===== src/rtl/mhf_pkg.sv =====
package mhf_pkg;
  localparam logic [7:0] CTRL_OFF = 8'h08;
  localparam logic [7:0] FEAT_OFF = 8'h0C;
  localparam int unsigned TBL_OFF = 'h10;
  localparam int unsigned TBL_MAX_WORDS = 8;
  localparam logic [7:0] UCL_OFF = 8'h40;
  localparam logic [7:0] UCH_OFF = 8'h44;

  localparam int unsigned PROM_BIT = 0;
  localparam int unsigned HMC_BIT  = 2;
  localparam int unsigned PM_BIT   = 4;
  localparam int unsigned HPF_BIT  = 10;
  localparam logic [31:0] CTRL_IMPL = 32'h0000_04D5;

  localparam logic [31:0] CRC_POLY_REFL = 32'hEDB8_8320;

  typedef struct packed {
    logic prom;
    logic pm;
    logic hmc;
    logic hpf;
  } filt_mode_t;

  function automatic logic [31:0] crc_step_byte(input logic [31:0] c, input logic [7:0] d);
    logic [31:0] r;
    r = c;
    for (int k = 0; k < 8; k++) begin
      if (r[0] ^ d[k]) r = (r >> 1) ^ CRC_POLY_REFL;
      else             r = r >> 1;
    end
    return r;
  endfunction
endpackage


===== src/rtl/mhf_crc_acc.sv =====
module mhf_crc_acc
  import mhf_pkg::*;
#(
  parameter int unsigned IDX_W = 7
) (
  input  logic             clk_i,
  input  logic             rst_ni,
  input  logic             start_i,
  input  logic             vld_i,
  input  logic [7:0]       byte_i,
  output logic             done_o,
  output logic [47:0]      addr_o,
  output logic [IDX_W-1:0] idx_o
);
  localparam int unsigned ADDR_BYTES = 6;

  logic [31:0] crc_q;
  logic [2:0]  cnt_q;
  logic [47:0] addr_q;
  logic        done_q;
  logic        take_next;

  // cnt_q = 0: idle, 1..5: bytes received so far
  assign take_next = vld_i && !start_i && (cnt_q != 3'd0);

  always_ff @(posedge clk_i or negedge rst_ni) begin
    if (!rst_ni) begin
      crc_q  <= '1;
      cnt_q  <= '0;
      addr_q <= '0;
      done_q <= 1'b0;
    end else begin
      done_q <= take_next && (cnt_q == 3'(ADDR_BYTES - 1));
      if (vld_i && start_i) begin
        crc_q        <= crc_step_byte('1, byte_i);
        addr_q[7:0]  <= byte_i;
        cnt_q        <= 3'd1;
      end else if (take_next) begin
        crc_q                 <= crc_step_byte(crc_q, byte_i);
        addr_q[cnt_q*8 +: 8]  <= byte_i;
        cnt_q                 <= (cnt_q == 3'(ADDR_BYTES - 1)) ? 3'd0 : cnt_q + 3'd1;
      end
    end
  end

  logic [31:0] rev;
  always_comb begin
    for (int b = 0; b < 32; b++) rev[b] = ~crc_q[31-b];
  end

  assign idx_o  = rev[31 -: IDX_W];
  assign addr_o = addr_q;
  assign done_o = done_q;
endmodule


===== src/rtl/mhf_regs.sv =====
module mhf_regs
  import mhf_pkg::*;
#(
  parameter int unsigned TBL_BITS = 128
) (
  input  logic                clk_i,
  input  logic                rst_ni,
  input  logic                we_i,
  input  logic [7:0]          addr_i,
  input  logic [31:0]         wdata_i,
  input  logic [31:0]         wmask_i,
  output logic [31:0]         rdata_o,
  output logic [31:0]         ctrl_o,
  output logic [TBL_BITS-1:0] table_o,
  output logic [47:0]         uc_addr_o
);
  localparam int unsigned NWORDS = TBL_BITS / 32;
  localparam int unsigned IDX_W  = $clog2(TBL_BITS);
  localparam logic [1:0]  SZ_CODE = 2'(IDX_W - 5);

  logic [31:0] ctrl_q, ucl_q;
  logic [15:0] uch_q;
  logic [31:0] tbl_q [NWORDS];

  function automatic logic [31:0] merge(input logic [31:0] old, input logic [31:0] d,
                                        input logic [31:0] m);
    return (old & ~m) | (d & m);
  endfunction

  always_ff @(posedge clk_i or negedge rst_ni) begin
    if (!rst_ni) begin
      ctrl_q <= '0;
      ucl_q  <= '0;
      uch_q  <= '0;
    end else if (we_i) begin
      if (addr_i == CTRL_OFF) ctrl_q <= merge(ctrl_q, wdata_i, wmask_i) & CTRL_IMPL;
      if (addr_i == UCL_OFF)  ucl_q  <= merge(ucl_q, wdata_i, wmask_i);
      if (addr_i == UCH_OFF)  uch_q  <= (uch_q & ~wmask_i[15:0]) | (wdata_i[15:0] & wmask_i[15:0]);
    end
  end

  for (genvar i = 0; i < NWORDS; i++) begin : g_word
    localparam logic [7:0] WADDR = 8'(TBL_OFF + 4 * i);
    always_ff @(posedge clk_i or negedge rst_ni) begin
      if (!rst_ni)                       tbl_q[i] <= '0;
      else if (we_i && addr_i == WADDR)  tbl_q[i] <= merge(tbl_q[i], wdata_i, wmask_i);
    end
    assign table_o[i*32 +: 32] = tbl_q[i];
  end

  always_comb begin
    rdata_o = '0;
    if (addr_i == CTRL_OFF) rdata_o = ctrl_q;
    if (addr_i == FEAT_OFF) rdata_o = {6'b0, SZ_CODE, 24'b0};
    if (addr_i == UCL_OFF)  rdata_o = ucl_q;
    if (addr_i == UCH_OFF)  rdata_o = {16'b0, uch_q};
    for (int i = 0; i < NWORDS; i++) begin
      if (addr_i == 8'(TBL_OFF + 4 * i)) rdata_o = tbl_q[i];
    end
  end

  assign ctrl_o    = ctrl_q;
  assign uc_addr_o = {uch_q, ucl_q};
endmodule


===== src/rtl/mhf_decide.sv =====
module mhf_decide
  import mhf_pkg::*;
#(
  parameter int unsigned TBL_BITS = 128,
  localparam int unsigned IDX_W   = $clog2(TBL_BITS)
) (
  input  filt_mode_t          mode_i,
  input  logic [47:0]         addr_i,
  input  logic [IDX_W-1:0]    idx_i,
  input  logic [TBL_BITS-1:0] table_i,
  input  logic [47:0]         uc_addr_i,
  output logic                accept_o
);
  logic is_mc, is_bc, hit, uc_eq;

  assign is_mc = addr_i[0];
  assign is_bc = &addr_i;
  assign hit   = table_i[idx_i];
  assign uc_eq = (addr_i == uc_addr_i);

  always_comb begin
    if (mode_i.prom)                        accept_o = 1'b1;
    else if (is_mc) begin
      if (is_bc && (mode_i.pm || mode_i.hmc)) accept_o = 1'b1;
      else if (mode_i.pm)                   accept_o = 1'b1;
      else if (mode_i.hmc)                  accept_o = hit;
      else                                  accept_o = 1'b0;
    end else
      accept_o = uc_eq || (mode_i.hpf && mode_i.hmc && hit);
  end
endmodule


===== src/rtl/mc_hash_filter.sv =====
module mc_hash_filter
  import mhf_pkg::*;
#(
  parameter int unsigned TBL_BITS = 128
) (
  input  logic        clk_i,
  input  logic        rst_ni,
  input  logic        start_i,
  input  logic        byte_vld_i,
  input  logic [7:0]  byte_i,
  input  logic        reg_we_i,
  input  logic [7:0]  reg_addr_i,
  input  logic [31:0] reg_wdata_i,
  input  logic [31:0] reg_wmask_i,
  output logic [31:0] reg_rdata_o,
  output logic        dec_vld_o,
  output logic        dec_accept_o
);
  localparam int unsigned IDX_W = $clog2(TBL_BITS);

  logic [31:0]         ctrl_w;
  logic [TBL_BITS-1:0] table_w;
  logic [47:0]         uc_w, addr_w;
  logic [IDX_W-1:0]    idx_w;
  logic                done_w, acc_w;
  filt_mode_t          mode_w;

  assign mode_w = '{prom: ctrl_w[PROM_BIT], pm: ctrl_w[PM_BIT],
                    hmc: ctrl_w[HMC_BIT], hpf: ctrl_w[HPF_BIT]};

  mhf_regs #(.TBL_BITS(TBL_BITS)) i_regs (
    .clk_i(clk_i), .rst_ni(rst_ni), .we_i(reg_we_i), .addr_i(reg_addr_i),
    .wdata_i(reg_wdata_i), .wmask_i(reg_wmask_i), .rdata_o(reg_rdata_o),
    .ctrl_o(ctrl_w), .table_o(table_w), .uc_addr_o(uc_w)
  );

  mhf_crc_acc #(.IDX_W(IDX_W)) i_crc (
    .clk_i(clk_i), .rst_ni(rst_ni), .start_i(start_i), .vld_i(byte_vld_i),
    .byte_i(byte_i), .done_o(done_w), .addr_o(addr_w), .idx_o(idx_w)
  );

  mhf_decide #(.TBL_BITS(TBL_BITS)) i_dec (
    .mode_i(mode_w), .addr_i(addr_w), .idx_i(idx_w), .table_i(table_w),
    .uc_addr_i(uc_w), .accept_o(acc_w)
  );

  assign dec_vld_o    = done_w;
  assign dec_accept_o = done_w & acc_w;
endmodule


===== config.mk =====
export PLATFORM = sky130hd
export DESIGN_NAME = mc_hash_filter
export DESIGN_NICKNAME = d
export VERILOG_FILES = /design/src/rtl/mhf_pkg.sv /design/src/rtl/mhf_crc_acc.sv /design/src/rtl/mhf_regs.sv /design/src/rtl/mhf_decide.sv /design/src/rtl/mc_hash_filter.sv
export SDC_FILE = /design/constraint.sdc
export NUM_CORES = 1
export LEC_CHECK = 0
export BUFFER_PORTS_ARGS = -buffer_cell sky130_fd_sc_hd__buf_4
export CAP_MARGIN = 10
export CORE_UTILIZATION = 53
export CTS_BUF_LIST = sky130_fd_sc_hd__clkbuf_8
export DETAILED_ROUTE_END_ITERATION = 8
export GPL_TIMING_DRIVEN = 1
export PLACE_DENSITY_LB_ADDON = 0.05
export SYNTH_ARGS = -nofsm -noshare
export SYNTH_HDL_FRONTEND = slang
export SYNTH_HIERARCHICAL = 1
export SYNTH_SLANG_ARGS = --single-unit

===== constraint.sdc =====
create_clock -name clk_i -period 3.2 [get_ports clk_i]
set_input_delay 0.48 -clock clk_i [delete_from_list [all_inputs] [get_ports clk_i]]
set_output_delay 0.48 -clock clk_i [all_outputs]
set_load 0.05 [all_outputs]

# Word-level counts from Yosys, hierarchy flattened
# Index checks and enable logic that the tools add are counted.
classes:
  n_bitwise: 57
  eq_ne: 10
  add_sub_neg: 2
  n_lt_le_gt_ge: 1
  mux: 60
  shifts: 2
  n_reduce_logical: 21
ops:
  columns: ["op", "count"]
  rows:
  - ["$mux W32", 45]
  - ["$not A13 Y14", 15]
  - ["$and A32 B32 Y32", 6]
  - ["$or A32 B32 Y32", 5]
  - ["$bwmux W48", 1]
  - ["$eq A48 B48 Y1", 1]
  - ["$reduce_and A48 Y1", 1]
  - ["$shift A8 B34 Y48 const A", 1]
  - ["$shiftx A8 B34 Y48", 1]
  - ["$neg A6 Y34", 1]
  - ["$and A16 B16 Y16", 2]
  - ["$eq A8 B5 Y1 const B", 4]
  - ["$not A32 Y32", 1]
  - ["$mux W26", 1]
  - ["$eq A8 B4 Y1 const B", 2]
  - ["$eq A8 B7 Y1 const B", 2]
  - ["$mux W8", 2]
  - ["$not A16 Y16", 1]
  - ["$or A16 B16 Y16", 1]
  - ["$xor A1 B1 Y1", 15]
  - ["$and A11 B11 Y11", 1]
  - ["$logic_and A1 B1 Y1", 11]
  - ["$mux W11", 1]
  - ["$or A11 B11 Y11", 1]
  - ["other kinds (13)", 31]
word_totals:
  ff_bits: 266
  out_inout_bits: 34
  in_bits: 85
  elab_cells: 165

# Longest topological paths before layout
logic_depth:
  ltp_word: 33
  depth_mapped: 11
  mapped_depth_nobuf: 9

# Modules after synthesis
# The synthesis kept the hierarchy.
modules_own_cells:
  columns: ["mod", "area_each_um2", "cells_each", "n_inst", "seq_area_each_um2"]
  rows:
  - ["mhf_regs", 9454.1, 904, 1, 4554.4]
  - ["mhf_crc_acc", 4813.4, 522, 1, 2142.1]
  - ["mhf_decide", 1765.4, 170, 1, 0.0]
  - ["mc_hash_filter", 6.3, 1, 1, 0.0]

# Worst setup path after synthesis
# Ideal clock, no wire load.
synth_path:
  path_kind: "input-to-output"
  from: "in reg_addr_i[4]"
  to: "out reg_rdata_o[25]"
  path_slack_ps: -174
  t_required_ps: 2720
  stages: 6
  t_arrival_ps: 2894
  path_buffers: 2
  cell_sequence: "or4b_1 -> buf_2 -> nor2_1 -> clkbuf_1 -> a22oi_1 -> o21ai_0"
synth_via:
  elab_chain_cells: 8
  word_cells_on_any_way: 14
  cone_classes: "7 x eq/ne; 7 x mux"
synth_lines:
  columns: ["item", "line_no", "rtl"]
  rows:
  - ["from (decl)", "mc_hash_filter.sv:12", "input logic [7:0] reg_addr_i,"]
  - ["$eq A8 B4 Y1", "mhf_regs.sv:54", "if (addr_i == FEAT_OFF) rdata_o = {6'b0, SZ_CODE, 24'b0};"]
  - ["$mux W26", "mhf_regs.sv:54", null]
  - ["$mux W32", "mhf_regs.sv:55", "if (addr_i == UCL_OFF) rdata_o = ucl_q;"]
  - ["$mux W32", "mhf_regs.sv:56", "if (addr_i == UCH_OFF) rdata_o = {16'b0, uch_q};"]
  - ["$mux W32 (3 in series)", "mhf_regs.sv:58", "if (addr_i == 8'(TBL_OFF + 4 * i)) rdata_o = tbl_q[i];"]
  - ["$mux W32 (*)", "mhf_regs.sv:58", null]
  - ["to (decl)", "mc_hash_filter.sv:15", "output logic [31:0] reg_rdata_o,"]
# Every way passes the cells marked *; elsewhere a longest branch is shown, timed or not.

# Final worst setup path
layout_path:
  from: "reg i_crc.crc_q[6]"
  to: "out dec_accept_o"
layout_via:
  elab_chain_cells: 9
  word_cells_on_any_way: 11
  cone_classes: "7 x mux; 2 x bitwise; 2 x reduce/logical"
layout_lines:
  columns: ["item", "line_no", "rtl"]
  rows:
  - ["from (decl)", "mhf_crc_acc.sv:17", "logic [31:0] crc_q;"]
  - ["from (signal assigned)", "mhf_crc_acc.sv:35", "crc_q <= crc_step_byte('1, byte_i);"]
  - ["from (signal assigned)", "mhf_crc_acc.sv:39", "crc_q <= crc_step_byte(crc_q, byte_i);"]
  - ["$not A1 Y1 (*)", "mhf_crc_acc.sv:48", "for (int b = 0; b < 32; b++) rev[b] = ~crc_q[31-b];"]
  - ["named net idx_w[0]", "mc_hash_filter.sv:24", "logic [IDX_W-1:0] idx_w;"]
  - ["$bmux W1 S7 (*)", "mhf_decide.sv:18", "assign hit = table_i[idx_i];"]
  - ["$mux W1 (not written as such) (*)", "mhf_decide.sv:18", null]
  - ["$mux W1", "mhf_decide.sv:26", "else if (mode_i.hmc) accept_o = hit;"]
  - ["$mux W1", "mhf_decide.sv:25", "else if (mode_i.pm) accept_o = 1'b1;"]
  - ["$mux W1", "mhf_decide.sv:24", "if (is_bc && (mode_i.pm || mode_i.hmc)) accept_o = 1'b1;"]
  - ["$mux W1 (*)", "mhf_decide.sv:23", "else if (is_mc) begin"]
  - ["$mux W1 (*)", "mhf_decide.sv:22", "if (mode_i.prom) accept_o = 1'b1;"]
  - ["named net acc_w", "mc_hash_filter.sv:25", "logic done_w, acc_w;"]
  - ["$and A1 B1 Y1 (*)", "mc_hash_filter.sv:48", "assign dec_accept_o = done_w & acc_w;"]
  - ["to (decl)", "mc_hash_filter.sv:17", "output logic dec_accept_o"]
# Mark *: on every way through the listed nets, which the timed path passes. The rest lies on a longest branch. The select of a mux whose other input is x is not followed.

==> metrics <==
post-placement cell count 2044; count of nets after finishing 1804; clock latency of the later-clocked register in the worst-skew pair 570 ps; wire per inst 24.81 um; data arrival at the endpoint of the critical path 3010 ps; floorplan die area 30580 um^2; max-slew headroom at the worst pin 42.23%; Reg clk slew, reported paths 60 ps; die outline height 174.9 um; antenna violations before repair 4; worst setup path category flip-flop to output port; vias per cell 6.176; CP max FO 6; Final Max Tran Viols 0; I/O pin cnt 119; syn nets 1661; area of the multi-input gates 8722 um^2; core area 29090 um^2; achievable frequency 286.5 MHz; critical path capture point type output port; area taken by flip-flops and latches 6696 um^2; number of clock sinks seen by CTS 266; Max-cap violations 0; detailed-routing iteration count for the pre-antenna-repair pass 5; placed wire-length estimate after detailed placement 39120 um; proportion of layout cells with a drive suffix above 1 29.14%; maximum number of pins on one net before global-route repair 72; category of the worst setup path launch point flip-flop; number of DRC markers after the initial detailed-route iteration 1487; clock root cell clkbuf_8; register-to-register setup slack 410 ps; Synthesis Warnings 6; Clock H-tree levels 2; quantity of I/O buffers inserted on ports 118; final cell count without fillers 2131; startpoint of the tightest hold check path reg_wdata_i[3]; final hold violation count 0; FP Rows 62; endpoint of the worst-slack reg-to-reg timing path i_crc/addr_o[12]; Hold/Removal Path Class input pin to flip-flop; area of the mapped netlist 15840 um^2; Overall Global Routing Usage 35.48%; Hold Path Stages 2; remaining global-route overflow 0; leakage power 8.380 nW; routability congestion estimate 1.020; total setup violations reported at the end of the flow 1; initial cell density of the core 54.45%; number of buffers between clock root and the deepest sink 3; mean area per synthesized cell 10.09 um^2; number of antenna diodes 0; number of remaining DRC errors 0; vias in the first global route 12670; status finished, violations left; FF-to-FF Start i_crc/cnt_q[0]; clock period minus worst slack 3490 ps; Via Count 13160; Data required, critical path 2720 ps; area growth from synthesis to layout 16.57%; post-layout worst setup margin -290.3 ps; wire length of the first global-routing pass 81670 um; violations in the final reports negative setup slack; worst voltage drop across the vdd grid 0.5330 mV; Least-Margin Pin Slew 863.4 ps; Power Total 12.60 mW; Worst Reg2Reg Path Length in Cells 9; horizontal die dimension 174.9 um; antenna violation net count after detailed routing 0; clock buffers created by TritonCTS 45; gate count after technology mapping 1570; fillcell total 2461; routed wire length 52880 um; final worst-path cycle share 109.1%; power density normalized to cell area 682.3 nW/um^2; CTS tree yes; Final Skew 23.41 ps; setup repair after global routing missed its margin true
-- per-stage QoR --
stage	utilization (%)	hold WS, ps	setup TNS, ps	setup slack (ps)	cell area (um^2)
6_report	63.48	186.5	-290.3	-290.3	18470
5_1_grt	63.48	180.6	-386.6	-386.6	18470
4_1_cts	63.24	160.6	-354.3	-354.3	18400
3_5_place_dp	59.72	493.7	0	89.19	17370
3_3_place_gp	59.72	492.5	0	67.42	17370
2_1_floorplan	-	184.4	0	70.49	15850
-- critical path: stages (launching register included) --
cell       delay (ps)
dfstp_2           560
inv_4              60
buf_6             130
mux4_1            450
mux4_2            480
nand4_1            90
o31a_1            210
o2111ai_4         150
and2_4            180
buf_8             140
-- layer usage --
metal / global-route usage, % / part of all wire [%]
met1: 49.94 / 42
met2: 54.25 / 45
met3: 6.658 / 9.0
met4: 13.84 / 4.4
met5: 0 / 0.070
-- placed cells by master (no fill, tap or decap), drive strengths merged, types with 9 or more instances in the layout --
cell type / instances
a21oi: 39
a22oi: 31
a31oi: 10
and3: 24
buf: 189
clkbuf: 57
dfrtp: 234
dfstp: 32
inv: 33
mux2: 188
mux2i: 17
mux4: 33
nand2: 306
nand2b: 9
nand3: 19
nand4: 19
nor2: 85
nor2b: 11
nor3: 29
nor4: 19
o21ai: 89
o22ai: 17
xnor2: 94
xor2: 65
-- power breakdown --
part           leakage, nW  switching (mW)  total, mW  internal, mW
clock                0.529            1.42       3.08          1.65
combinational         4.29            2.63       4.96          2.34
sequential            3.56           0.567       4.56          3.99
total                 8.38            4.62       12.6          7.98
-- area by class of cell --
cell class | count | share of cell area [%]
clock inverter | 25 | 0.7183
tap | 384 | 2.602
multi-input combinational | 1193 | 47.24
sequential | 266 | 36.27
timing repair buffer | 191 | 8.646
inverter | 16 | 0.3591
clock buffer | 56 | 4.174
-- worst max path at each step --
stage | from | end | cells past startpoint
CTS | i_crc/crc_q[6] | dec_accept_o | 9
global placement | i_crc/crc_q[5] | dec_accept_o | 8
finish | i_crc/crc_q[6] | dec_accept_o | 9
detailed placement | i_crc/crc_q[6] | dec_accept_o | 9
global route | i_crc/crc_q[5] | dec_accept_o | 10
floorplan | reg_addr_i[5] | reg_rdata_o[14] | 6
-- repair_timing --
| action | 4_1_cts | 5_1_grt |
|---|---|---|
| hold buffers | 1 | 0 |
| endpoints found under the hold margin | 64 | 0 |
| pin swaps | 4 | 5 |
| resized for setup | 17 | 8 |
| endpoints found under the setup margin | 1 | 1 |
| buffers inserted | 2 | 1 |
| cloned | 1 | 1 |
Power figures use the tool's default switching activity.
